`config.mk`:
```
export PLATFORM = sky130hd
export DESIGN_NAME = dma_irq_agg
export DESIGN_NICKNAME = d
export VERILOG_FILES = /design/src/rtl/dma_irq_pkg.sv /design/src/rtl/dma_irq_bank.sv /design/src/rtl/dma_irq_summary.sv /design/src/rtl/dma_irq_agg.sv
export SDC_FILE = /design/constraint.sdc
export NUM_CORES = 1
export LEC_CHECK = 0
export BUFFER_PORTS_ARGS = -buffer_cell sky130_fd_sc_hd__buf_2
export CORE_UTILIZATION = 30
export DETAILED_ROUTE_END_ITERATION = 8
export GPL_TIMING_DRIVEN = 1
export PLACE_DENSITY_LB_ADDON = 0.08
export SYNTH_ARGS = -nofsm -noshare
export SYNTH_HDL_FRONTEND = slang
export SYNTH_SLANG_ARGS = --single-unit
```
`constraint.sdc`:
```
create_clock -name clk_i -period 6.6 [get_ports clk_i]
set_input_delay 1.32 -clock clk_i [delete_from_list [all_inputs] [get_ports clk_i]]
set_output_delay 1.32 -clock clk_i [all_outputs]
set_load 0.02 [all_outputs]
```
`src/rtl/dma_irq_pkg.sv`:
```
package dma_irq_pkg;
  localparam int DATA_W      = 32;
  localparam int CMN_EVT_W   = 21;
  localparam int SUM_CMN_BIT = 16;
  // implemented event positions
  localparam logic [DATA_W-1:0] CH_EVT_VALID  = 32'hF800_3FFB;
  localparam logic [DATA_W-1:0] CMN_EVT_VALID = 32'h001F_FF8F;

  typedef enum logic [1:0] {
    REG_STEN = 2'd0,
    REG_SGEN = 2'd1,
    REG_STAT = 2'd2,
    REG_CLR  = 2'd3
  } bank_reg_e;
endpackage

```
`src/rtl/dma_irq_bank.sv`:
```
module dma_irq_bank
  import dma_irq_pkg::*;
#(
  parameter int                W     = DATA_W,
  parameter logic [W-1:0]      VALID = '1
) (
  input  logic         clk_i,
  input  logic         rst_ni,
  input  logic [W-1:0] evt_i,
  input  logic         sten_we_i,
  input  logic         sgen_we_i,
  input  logic         clr_we_i,
  input  logic [W-1:0] wr_data_i,
  output logic [W-1:0] stat_en_o,
  output logic [W-1:0] sig_en_o,
  output logic [W-1:0] status_o,
  output logic         pend_o
);
  logic [W-1:0] stat_en_q, sig_en_q, status_q;
  logic [W-1:0] clr_mask, capt, status_d;

  assign clr_mask = clr_we_i ? wr_data_i : '0;
  assign capt     = evt_i & stat_en_q;
  // capture overrides a same-cycle clear
  assign status_d = (status_q & ~clr_mask) | capt;

  always_ff @(posedge clk_i or negedge rst_ni) begin
    if (!rst_ni) begin
      stat_en_q <= '0;
      sig_en_q  <= '0;
      status_q  <= '0;
    end else begin
      if (sten_we_i) stat_en_q <= wr_data_i & VALID;
      if (sgen_we_i) sig_en_q  <= wr_data_i & VALID;
      status_q <= status_d;
    end
  end

  assign stat_en_o = stat_en_q;
  assign sig_en_o  = sig_en_q;
  assign status_o  = status_q;
  assign pend_o    = |(status_q & sig_en_q);

  assert_capture_R2: assert property (@(posedge clk_i) disable iff (!rst_ni)
    |(evt_i & stat_en_o) |=> ((status_o & $past(evt_i & stat_en_o)) == $past(evt_i & stat_en_o)));

  assert_evt_wins_R5: assert property (@(posedge clk_i) disable iff (!rst_ni)
    clr_we_i |=> ((status_o & $past(wr_data_i & ~(evt_i & stat_en_o))) == '0));

  assert_sticky_R9: assert property (@(posedge clk_i) disable iff (!rst_ni)
    (!clr_we_i && !(|(evt_i & stat_en_o))) |=> (status_o == $past(status_o)));

  assert_unimpl_R3: assert property (@(posedge clk_i) disable iff (!rst_ni)
    ((status_o | stat_en_o | sig_en_o) & ~VALID) == '0);
endmodule

```
`src/rtl/dma_irq_summary.sv`:
```
module dma_irq_summary
  import dma_irq_pkg::*;
#(
  parameter int NUM_CH = 4
) (
  input  logic              clk_i,
  input  logic              rst_ni,
  input  logic [NUM_CH-1:0] pend_ch_i,
  input  logic              pend_cmn_i,
  input  logic              glb_en_i,
  output logic [DATA_W-1:0] summary_o,
  output logic              irq_o
);
  logic irq_q;

  always_comb begin
    summary_o = '0;
    for (int n = 0; n < NUM_CH; n++) summary_o[n] = pend_ch_i[n];
    summary_o[SUM_CMN_BIT] = pend_cmn_i;
  end

  always_ff @(posedge clk_i or negedge rst_ni) begin
    if (!rst_ni) irq_q <= 1'b0;
    else         irq_q <= glb_en_i & (|summary_o);
  end

  assign irq_o = irq_q;

  assert_irq_src_R7: assert property (@(posedge clk_i) disable iff (!rst_ni)
    $rose(irq_o) |-> $past(|{pend_ch_i, pend_cmn_i}));

  assert_glb_gate_R8: assert property (@(posedge clk_i) disable iff (!rst_ni)
    !glb_en_i |=> !irq_o);

  assert_sum_onehot_cmn_R6: assert property (@(posedge clk_i) disable iff (!rst_ni)
    $countones(summary_o) == $countones({pend_ch_i, pend_cmn_i}));
endmodule

```
`src/rtl/dma_irq_agg.sv`:
```
module dma_irq_agg
  import dma_irq_pkg::*;
#(
  parameter int NUM_CH = 4,
  parameter int ADDR_W = $clog2(NUM_CH + 2) + 2
) (
  input  logic                       clk_i,
  input  logic                       rst_ni,
  input  logic [NUM_CH*DATA_W-1:0]   ch_evt_i,
  input  logic [CMN_EVT_W-1:0]       cmn_evt_i,
  input  logic                       wr_en_i,
  input  logic [ADDR_W-1:0]          wr_addr_i,
  input  logic [DATA_W-1:0]          wr_data_i,
  input  logic [ADDR_W-1:0]          rd_addr_i,
  output logic [DATA_W-1:0]          rd_data_o,
  output logic                       irq_o
);
  localparam int NUM_BANK = NUM_CH + 1;   // bank 0 common, bank 1+n channel n
  localparam int PAGE_W   = ADDR_W - 2;

  logic [PAGE_W-1:0] wr_page, rd_page;
  bank_reg_e         wr_reg, rd_reg;
  logic              glb_en_q;
  logic [DATA_W-1:0] summary;

  logic [DATA_W-1:0] sten_a   [NUM_BANK];
  logic [DATA_W-1:0] sgen_a   [NUM_BANK];
  logic [DATA_W-1:0] status_a [NUM_BANK];
  logic [NUM_BANK-1:0] pend;

  assign wr_page = wr_addr_i[ADDR_W-1:2];
  assign wr_reg  = bank_reg_e'(wr_addr_i[1:0]);
  assign rd_page = rd_addr_i[ADDR_W-1:2];
  assign rd_reg  = bank_reg_e'(rd_addr_i[1:0]);

  always_ff @(posedge clk_i or negedge rst_ni) begin
    if (!rst_ni) glb_en_q <= 1'b0;
    else if (wr_en_i && wr_page == '0 && wr_reg == REG_STEN) glb_en_q <= wr_data_i[0];
  end

  for (genvar b = 0; b < NUM_BANK; b++) begin : g_bank
    logic              sel;
    logic [DATA_W-1:0] evt;
    assign sel = wr_en_i && (wr_page == PAGE_W'(b + 1));
    if (b == 0) begin : g_cmn
      assign evt = {{(DATA_W-CMN_EVT_W){1'b0}}, cmn_evt_i};
    end else begin : g_ch
      assign evt = ch_evt_i[(b-1)*DATA_W +: DATA_W];
    end
    dma_irq_bank #(
      .W     (DATA_W),
      .VALID ((b == 0) ? CMN_EVT_VALID : CH_EVT_VALID)
    ) u_bank (
      .clk_i     (clk_i),
      .rst_ni    (rst_ni),
      .evt_i     (evt),
      .sten_we_i (sel && wr_reg == REG_STEN),
      .sgen_we_i (sel && wr_reg == REG_SGEN),
      .clr_we_i  (sel && wr_reg == REG_CLR),
      .wr_data_i (wr_data_i),
      .stat_en_o (sten_a[b]),
      .sig_en_o  (sgen_a[b]),
      .status_o  (status_a[b]),
      .pend_o    (pend[b])
    );
  end

  dma_irq_summary #(.NUM_CH(NUM_CH)) u_summary (
    .clk_i      (clk_i),
    .rst_ni     (rst_ni),
    .pend_ch_i  (pend[NUM_BANK-1:1]),
    .pend_cmn_i (pend[0]),
    .glb_en_i   (glb_en_q),
    .summary_o  (summary),
    .irq_o      (irq_o)
  );

  always_comb begin
    rd_data_o = '0;
    if (rd_page == '0) begin
      if (rd_reg == REG_STEN)      rd_data_o = {{(DATA_W-1){1'b0}}, glb_en_q};
      else if (rd_reg == REG_SGEN) rd_data_o = summary;
    end else begin
      for (int b = 0; b < NUM_BANK; b++) begin
        if (rd_page == PAGE_W'(b + 1)) begin
          case (rd_reg)
            REG_STEN: rd_data_o = sten_a[b];
            REG_SGEN: rd_data_o = sgen_a[b];
            REG_STAT: rd_data_o = status_a[b];
            default:  rd_data_o = '0;
          endcase
        end
      end
    end
  end

  assert_irq_reset_R1: assert property (@(posedge clk_i) disable iff (!rst_ni)
    $rose(rst_ni) |-> !irq_o);

  assert_clr_reads_zero_R4: assert property (@(posedge clk_i) disable iff (!rst_ni)
    (rd_page != '0 && rd_reg == REG_CLR) |-> rd_data_o == '0);

  assert_glb_gate_top_R8: assert property (@(posedge clk_i) disable iff (!rst_ni)
    $fell(glb_en_q) |=> !irq_o);
endmodule

```
[Word level (Yosys, flattened, before mapping)]
Index checks and enable logic that the tools add are counted.
Word-level totals
  latch bits: 0
  logic and storage cells: 107
  memories kept: 0
  bits in registers: 342
  bits of input ports: 194
  memory bits (read-only): 0
  RAM bits: 0
  output and inout bits: 33
Cells by class
  magnitude comparators: 0
  reductions and logical operators: 32
  shift operators: 0
  eq/ne operators: 14
  $add $sub $neg: 0
  div/mod/pow operators: 0
  muxes and demuxes: 18
  $mul: 0
  bitwise operators: 26
Operators by type and width (count)
  32-bit case mux with 3 select lines: 5
  32-bit AND: 13
  32-bit two-way mux: 11
  32-bit NOT: 5
  32-bit bitwise OR: 5
  160-bit OR reduction: 1
  32-bit OR reduction: 5
  17-bit two-way mux: 2
  32-bit by 21-bit AND with 32-bit output: 1
  1-bit logical AND: 22
  21-bit AND: 1
  3-bit by 2-bit == test with 1-bit output (second input constant): 4
  3-bit == test (second input constant): 4
  3-bit by 1-bit == test with 1-bit output (second input constant): 2
  3-bit logical NOT: 2
  2-bit by 1-bit == test with 1-bit output (second input constant): 2
  2-bit == test (second input constant): 2
  2-bit logical NOT: 2
  1-bit AND: 1

[Depth between registers and ports, before layout]
  depth after elaboration: 8
  gate-level depth with buffers: 9
  gate-level depth less buffers: 5

[Cells and area by module]
From an unflattened synthesis, not the netlist that was laid out.
Second synthesis, totals
  cells, all modules: 1794
  area, all modules: 19786.5 um2
By module, submodules not included
  dma_irq_bank: sequential area each 1701.6 um2, cells each 201, times used 5, area an instance 2816.5 um2
  dma_irq_agg: sequential area each 25.0 um2, cells each 753, times used 1, area an instance 5420.2 um2
  dma_irq_summary: sequential area each 25.0 um2, cells each 36, times used 1, area an instance 284.0 um2

[Worst setup path after synthesis]
Ideal clock, no wire load.
  path kind: input to output
  from: input rd_addr_i[2]
  to: output rd_data_o[14]
  path buffers: 2
  path slack: 2.376 ns
  required time: 5.280 ns
  arrival time: 2.904 ns
  stages: 5
  cells stage by stage: buf_2 nor3b_1 clkbuf_1 a221oi_1 nor4_1
On the way
  word-level cells in the longest chain between the ends: 7
  elaborated cells on any way between the ends: 12
  those cells by class: 5 x eq/ne; 6 x mux; 1 x reduce/logical
RTL lines
  from (decl): line dma_irq_agg.sv:14  | input logic [ADDR_W-1:0] rd_addr_i,
  3-bit by 1-bit == test with 1-bit output: line dma_irq_agg.sv:85  | if (rd_page == PAGE_W'(b + 1)) begin
  32-bit two-way mux (5 in a row): line dma_irq_agg.sv:85
  32-bit two-way mux *: line dma_irq_agg.sv:80  | if (rd_page == '0) begin
  to (decl): line dma_irq_agg.sv:15  | output logic [DATA_W-1:0] rd_data_o,
Mark *: on every way between the ends. The rest lies on a longest branch, timed or not.

[Worst setup path in the final report]
  from: input rd_addr_i[3]
  to: output rd_data_o[3]
The elaborated chain is that of the path after synthesis.

==> impl.org <==
** Timing
- The count of endpoints failing hold in the final timing report came to 0.
- Setup violations remaining at the end of the flow were counted as 0.
- The number of slew-limit violations in the final report was 0.
- Headroom to the max-slew limit came out at roughly 22%.
- Minimum setup slack in the final design :: approximately 1600 ps
- Based on the critical path, the design can be clocked at up to roughly 0.20 GHz.
- Dividing the final minimum period by the clock period gives roughly 76%.
- At the pin with the least slew margin, the transition time is about 1200 ps.
- Setup repair after global routing left no endpoint under its margin.
- Final setup TNS :: 0 ps
- The smallest clock period supported by the final layout is computed as between 5000 and 6000 ps.
- Clk_skew :: ~8.7 ps

** Logic synthesis
- In this run, synthesis inferred 0 flip-flops with an integrated enable.
- Synth Net Count :: between 1500 and 2000
- Synthesized-area fraction occupied by ao, oa, aoi and oai cells :: around a fifth
- Yosys attributes the largest share of cell area to sky130_fd_sc_hd__dfrtp_1 53%, sky130_fd_sc_hd__mux2_2 16%, sky130_fd_sc_hd__a22o_1 5.8%.
- Of the total synthesized cell area, the portion taken by XOR and XNOR cells is 0%.
- Warnings from Yosys :: 0
- After Yosys synthesis, full adders, half adders and majority gates account for 0% of the synthesized area.
- Sequential-to-total area share from yosys stat :: 52.6%
- Synth Register Bits :: 342
- Mapped cell area :: between 15000 and 20000 sq um
- Synthesis instantiated between 50 and 60 different standard cells from the library.
- Post-synthesis mux area share :: approximately a fifth
- Synth async-reset ratio :: between 90% and 100%
- The synthesized design devotes to its leading area cell type 52.6% of total area.
- Summing the areas of all and, or, nand and nor instances in the mapped netlist gives 6.47% of the synthesized area.
- Avg Inst Size Synth :: 12.0 sq um
- Of all cell types, the one taking the most synthesized area is sky130_fd_sc_hd__dfrtp_1.
- Ys flop type :: sky130_fd_sc_hd__dfrtp_1
- In the synthesized netlist, the number of instances is 1356.
- Dominant combinational cell family by area after synthesis :: multiplexers

** CTS
- The clock reaches the later pin of the worst-skew pair after approximately 570 ps.
- Post-CTS repair changed the size of 0 cells.
- The number of clock buffers added by TritonCTS is 43.
- The H-tree generated during clock tree synthesis spans 2 levels.
- The root buffer cell chosen for the clock tree is sky130_fd_sc_hd__clkbuf_16.
- Hold repair after CTS inserted 0 buffers.
- In this run the deepest clock path goes through 3 buffers.
- Number of buffers added for setup after CTS :: 0
- Clk sink count :: approximately 340
- TritonCTS built the clock tree.
- After clock tree synthesis, the clock-pin slew on the worst setup and hold paths is approximately 60 ps.

** Global routing
- The total overflow left after global routing is 0.
- Largest net degree at the start of global routing :: between 150 and 200
- Initial antenna violation count :: 1
- Vias in the first global route :: 12508
- Global routing consumed, over all layers together, ~22% of the routing resources.
- First-pass GRT wire length :: 89.6 mm

** Setup path
- Ordered list of cells on the worst path :: buf_2, or2_2, nor2_2, buf_4, nand2_1, a21o_1, a41oi_1, buf_2
- In this design, the critical path's most frequently occurring cell is sky130_fd_sc_hd__buf_2.
- Worst path buffer plus inverter count :: 3
- At the worst endpoint, the required time is between 5000 and 6000 ps.
- The worst setup path is launched from a primary input.
- Of all nets on the critical path, the largest fanout is 30.
- In this run the critical register-to-register path is launched from g_bank[2].u_bank.sig_en_o[13].
- The worst setup path is captured at an output port.
- Highest-delay cell along the critical path :: sky130_fd_sc_hd__or2_2
- Largest stage delay on the critical path :: around 530 ps
- Worst setup path startpoint :: rd_addr_i[3]
- The critical path in this run is classified as in -> out.
- Largest delay contributor family on the critical path :: buffers and inverters
- Critical path arrival :: approximately 3700 ps

** Cells and area
- Relative to the synthesized area, the layout overhead comes to 18.5%.
- Most frequent standard cell in the layout excluding fill and tap cells :: sky130_fd_sc_hd__dfrtp_1
- Commonest cells after routing, fill and taps aside :: 342 x sky130_fd_sc_hd__dfrtp_1, 237 x sky130_fd_sc_hd__mux2_2, 165 x sky130_fd_sc_hd__buf_2
- The repair_antennas step left the layout with diodes totalling 0.
- Ratio of cells with drive above 1 in the final layout :: between 30% and 40%
- Final layout net count :: about 1700

** Placed design
- Placed wire-length estimate after detailed placement :: about 41 mm
- Pre-CTS setup slack :: approximately 1600 ps
- Input and output buffers added on the ports amount to around 170.
- Placer congestion estimate :: 0.832

** Route
- Average vias per placed instance :: around 5.5
- The routed layout has 12138 vias.
- Drt initial violations :: about 970
- The first detailed-routing pass ran for 5 iterations.
- For this run, design rule violations remaining after detail routing come to 0.
- In the final routed layout, each cell accounts on average for about 27 um.
- For this block, the routed nets add up to around 61 mm of wire.
- The count of nets left with antenna violations once routing finished came out at 0.

** Die
- 227 I/O pins were placed.
- X dimension of the die :: 235 um
- Number of standard-cell rows in the floorplan :: 84
- Core region area :: between 50000 and 60000 sq um
- The initial utilization of the core area, before any placement, comes to a little under a third.
- Die boundary height :: between 200 and 250 um
- The die covers roughly 55000 sq um.

** Outcome
- Result of the run :: finished, final reports clean

** Job
- Across the run, the number of max-cap violations was 0.

** Worst hold path
- Worst hold path type :: reg -> reg
- Source of the worst hold timing path :: g_bank[0].u_bank.stat_en_o[2]

** Power and ir drop
- Total power for the finished layout comes to around 5.9 mW.
- Ratio of total power to cell area :: 308 nW/um^2
- P_leak :: 8.55 nW
- IR analysis of the VDD net gives a maximum drop of 0.000171 V.
synth_stat cells, types with 8 or more instances:
cell type / count
sky130_fd_sc_hd__dfrtp_1: 342
sky130_fd_sc_hd__mux2_2: 237
sky130_fd_sc_hd__nand2_1: 140
sky130_fd_sc_hd__a22o_1: 107
sky130_fd_sc_hd__a21boi_0: 70
sky130_fd_sc_hd__clkbuf_1: 63
sky130_fd_sc_hd__a221oi_1: 43
sky130_fd_sc_hd__a22oi_1: 40
sky130_fd_sc_hd__o21ai_0: 36
sky130_fd_sc_hd__mux2i_1: 31
sky130_fd_sc_hd__nor2_1: 31
sky130_fd_sc_hd__a21oi_1: 30
sky130_fd_sc_hd__buf_2: 28
sky130_fd_sc_hd__a221o_1: 19
sky130_fd_sc_hd__mux2_1: 14
sky130_fd_sc_hd__nor3_1: 13
sky130_fd_sc_hd__a32oi_1: 9
sky130_fd_sc_hd__o22ai_1: 9
sky130_fd_sc_hd__nor2b_1: 8
stage by stage:
step	cells	cell area [sq um]	hold WS, ps	utilization [%]
after floorplan	1356	16300	480	-
after global placement	2146	17900	498	33.7
after detailed placement	2146	17900	505	33.7
after CTS	2221	19300	517	36.3
after global routing	2221	19300	536	36.3
final	2221	19300	516	36.3
registers in the layout, summed over array words and instances, names as in the netlist:
name	count
glb_en_q	1
g_bank.u_bank.status_o	160
u_summary.irq_o	1
g_bank.u_bank.stat_en_o	90
g_bank.u_bank.sig_en_o	90
layout make-up:
type,instances,area (sq um)
multi-input cells,911,7300
fillers,5207,33800
clock inverters,8,90.1
well taps,688,861
inverters,2,7.51
repair buffers,203,1160
flip-flops and latches,342,8560
clock buffers,67,1310
layer usage:
| layer | GRT usage, % | wire length [um] | share of wire (%) |
|---|---|---|---|
| met1 | 30.8 | 27900 | 46 |
| met2 | 35.4 | 28600 | 47 |
| met3 | 3.35 | 2960 | 4.9 |
| met4 | 5.72 | 1230 | 2.0 |
| met5 | 0 | 0 | 0 |
worst paths after layout:
check                                                  to  slack (ps)  cells after the start
max                                          rd_data_o[3]        1580                      8
min                          g_bank[0].u_bank.status_o[2]         520                      1
max reg2reg                               u_summary.irq_o        4150                      5
min reg2reg                  g_bank[0].u_bank.status_o[2]         520                      1
max in group asynchronous   g_bank[0].u_bank.status_o[21]        4350                      2
min in group asynchronous  g_bank[1].u_bank.stat_en_o[10]         840                      1
worst reg2reg max path, stage by stage, from the launching register on:
cell	delay (ps)
sky130_fd_sc_hd__dfrtp_1	390
sky130_fd_sc_hd__a22o_1	250
sky130_fd_sc_hd__a221oi_1	350
sky130_fd_sc_hd__nand4_1	290
sky130_fd_sc_hd__or4_1	590
sky130_fd_sc_hd__o41a_1	430
logic make-up (layout without fill, tap and decap cells):
family	Yosys count	count (layout)
buffers and inverters	103	280
DFF	342	342
AOI/OAI and AO/OA	396	396
muxes	282	282
and+or+nand+nor	233	233
power by group:
group / switching, mW / internal [mW] / leakage [nW]
combinational: 0.474 / 0.451 / 3.73
sequential: 0.246 / 2.39 / 4.13
clock: 0.942 / 1.43 / 0.692
Power figures use the tool's default switching activity.
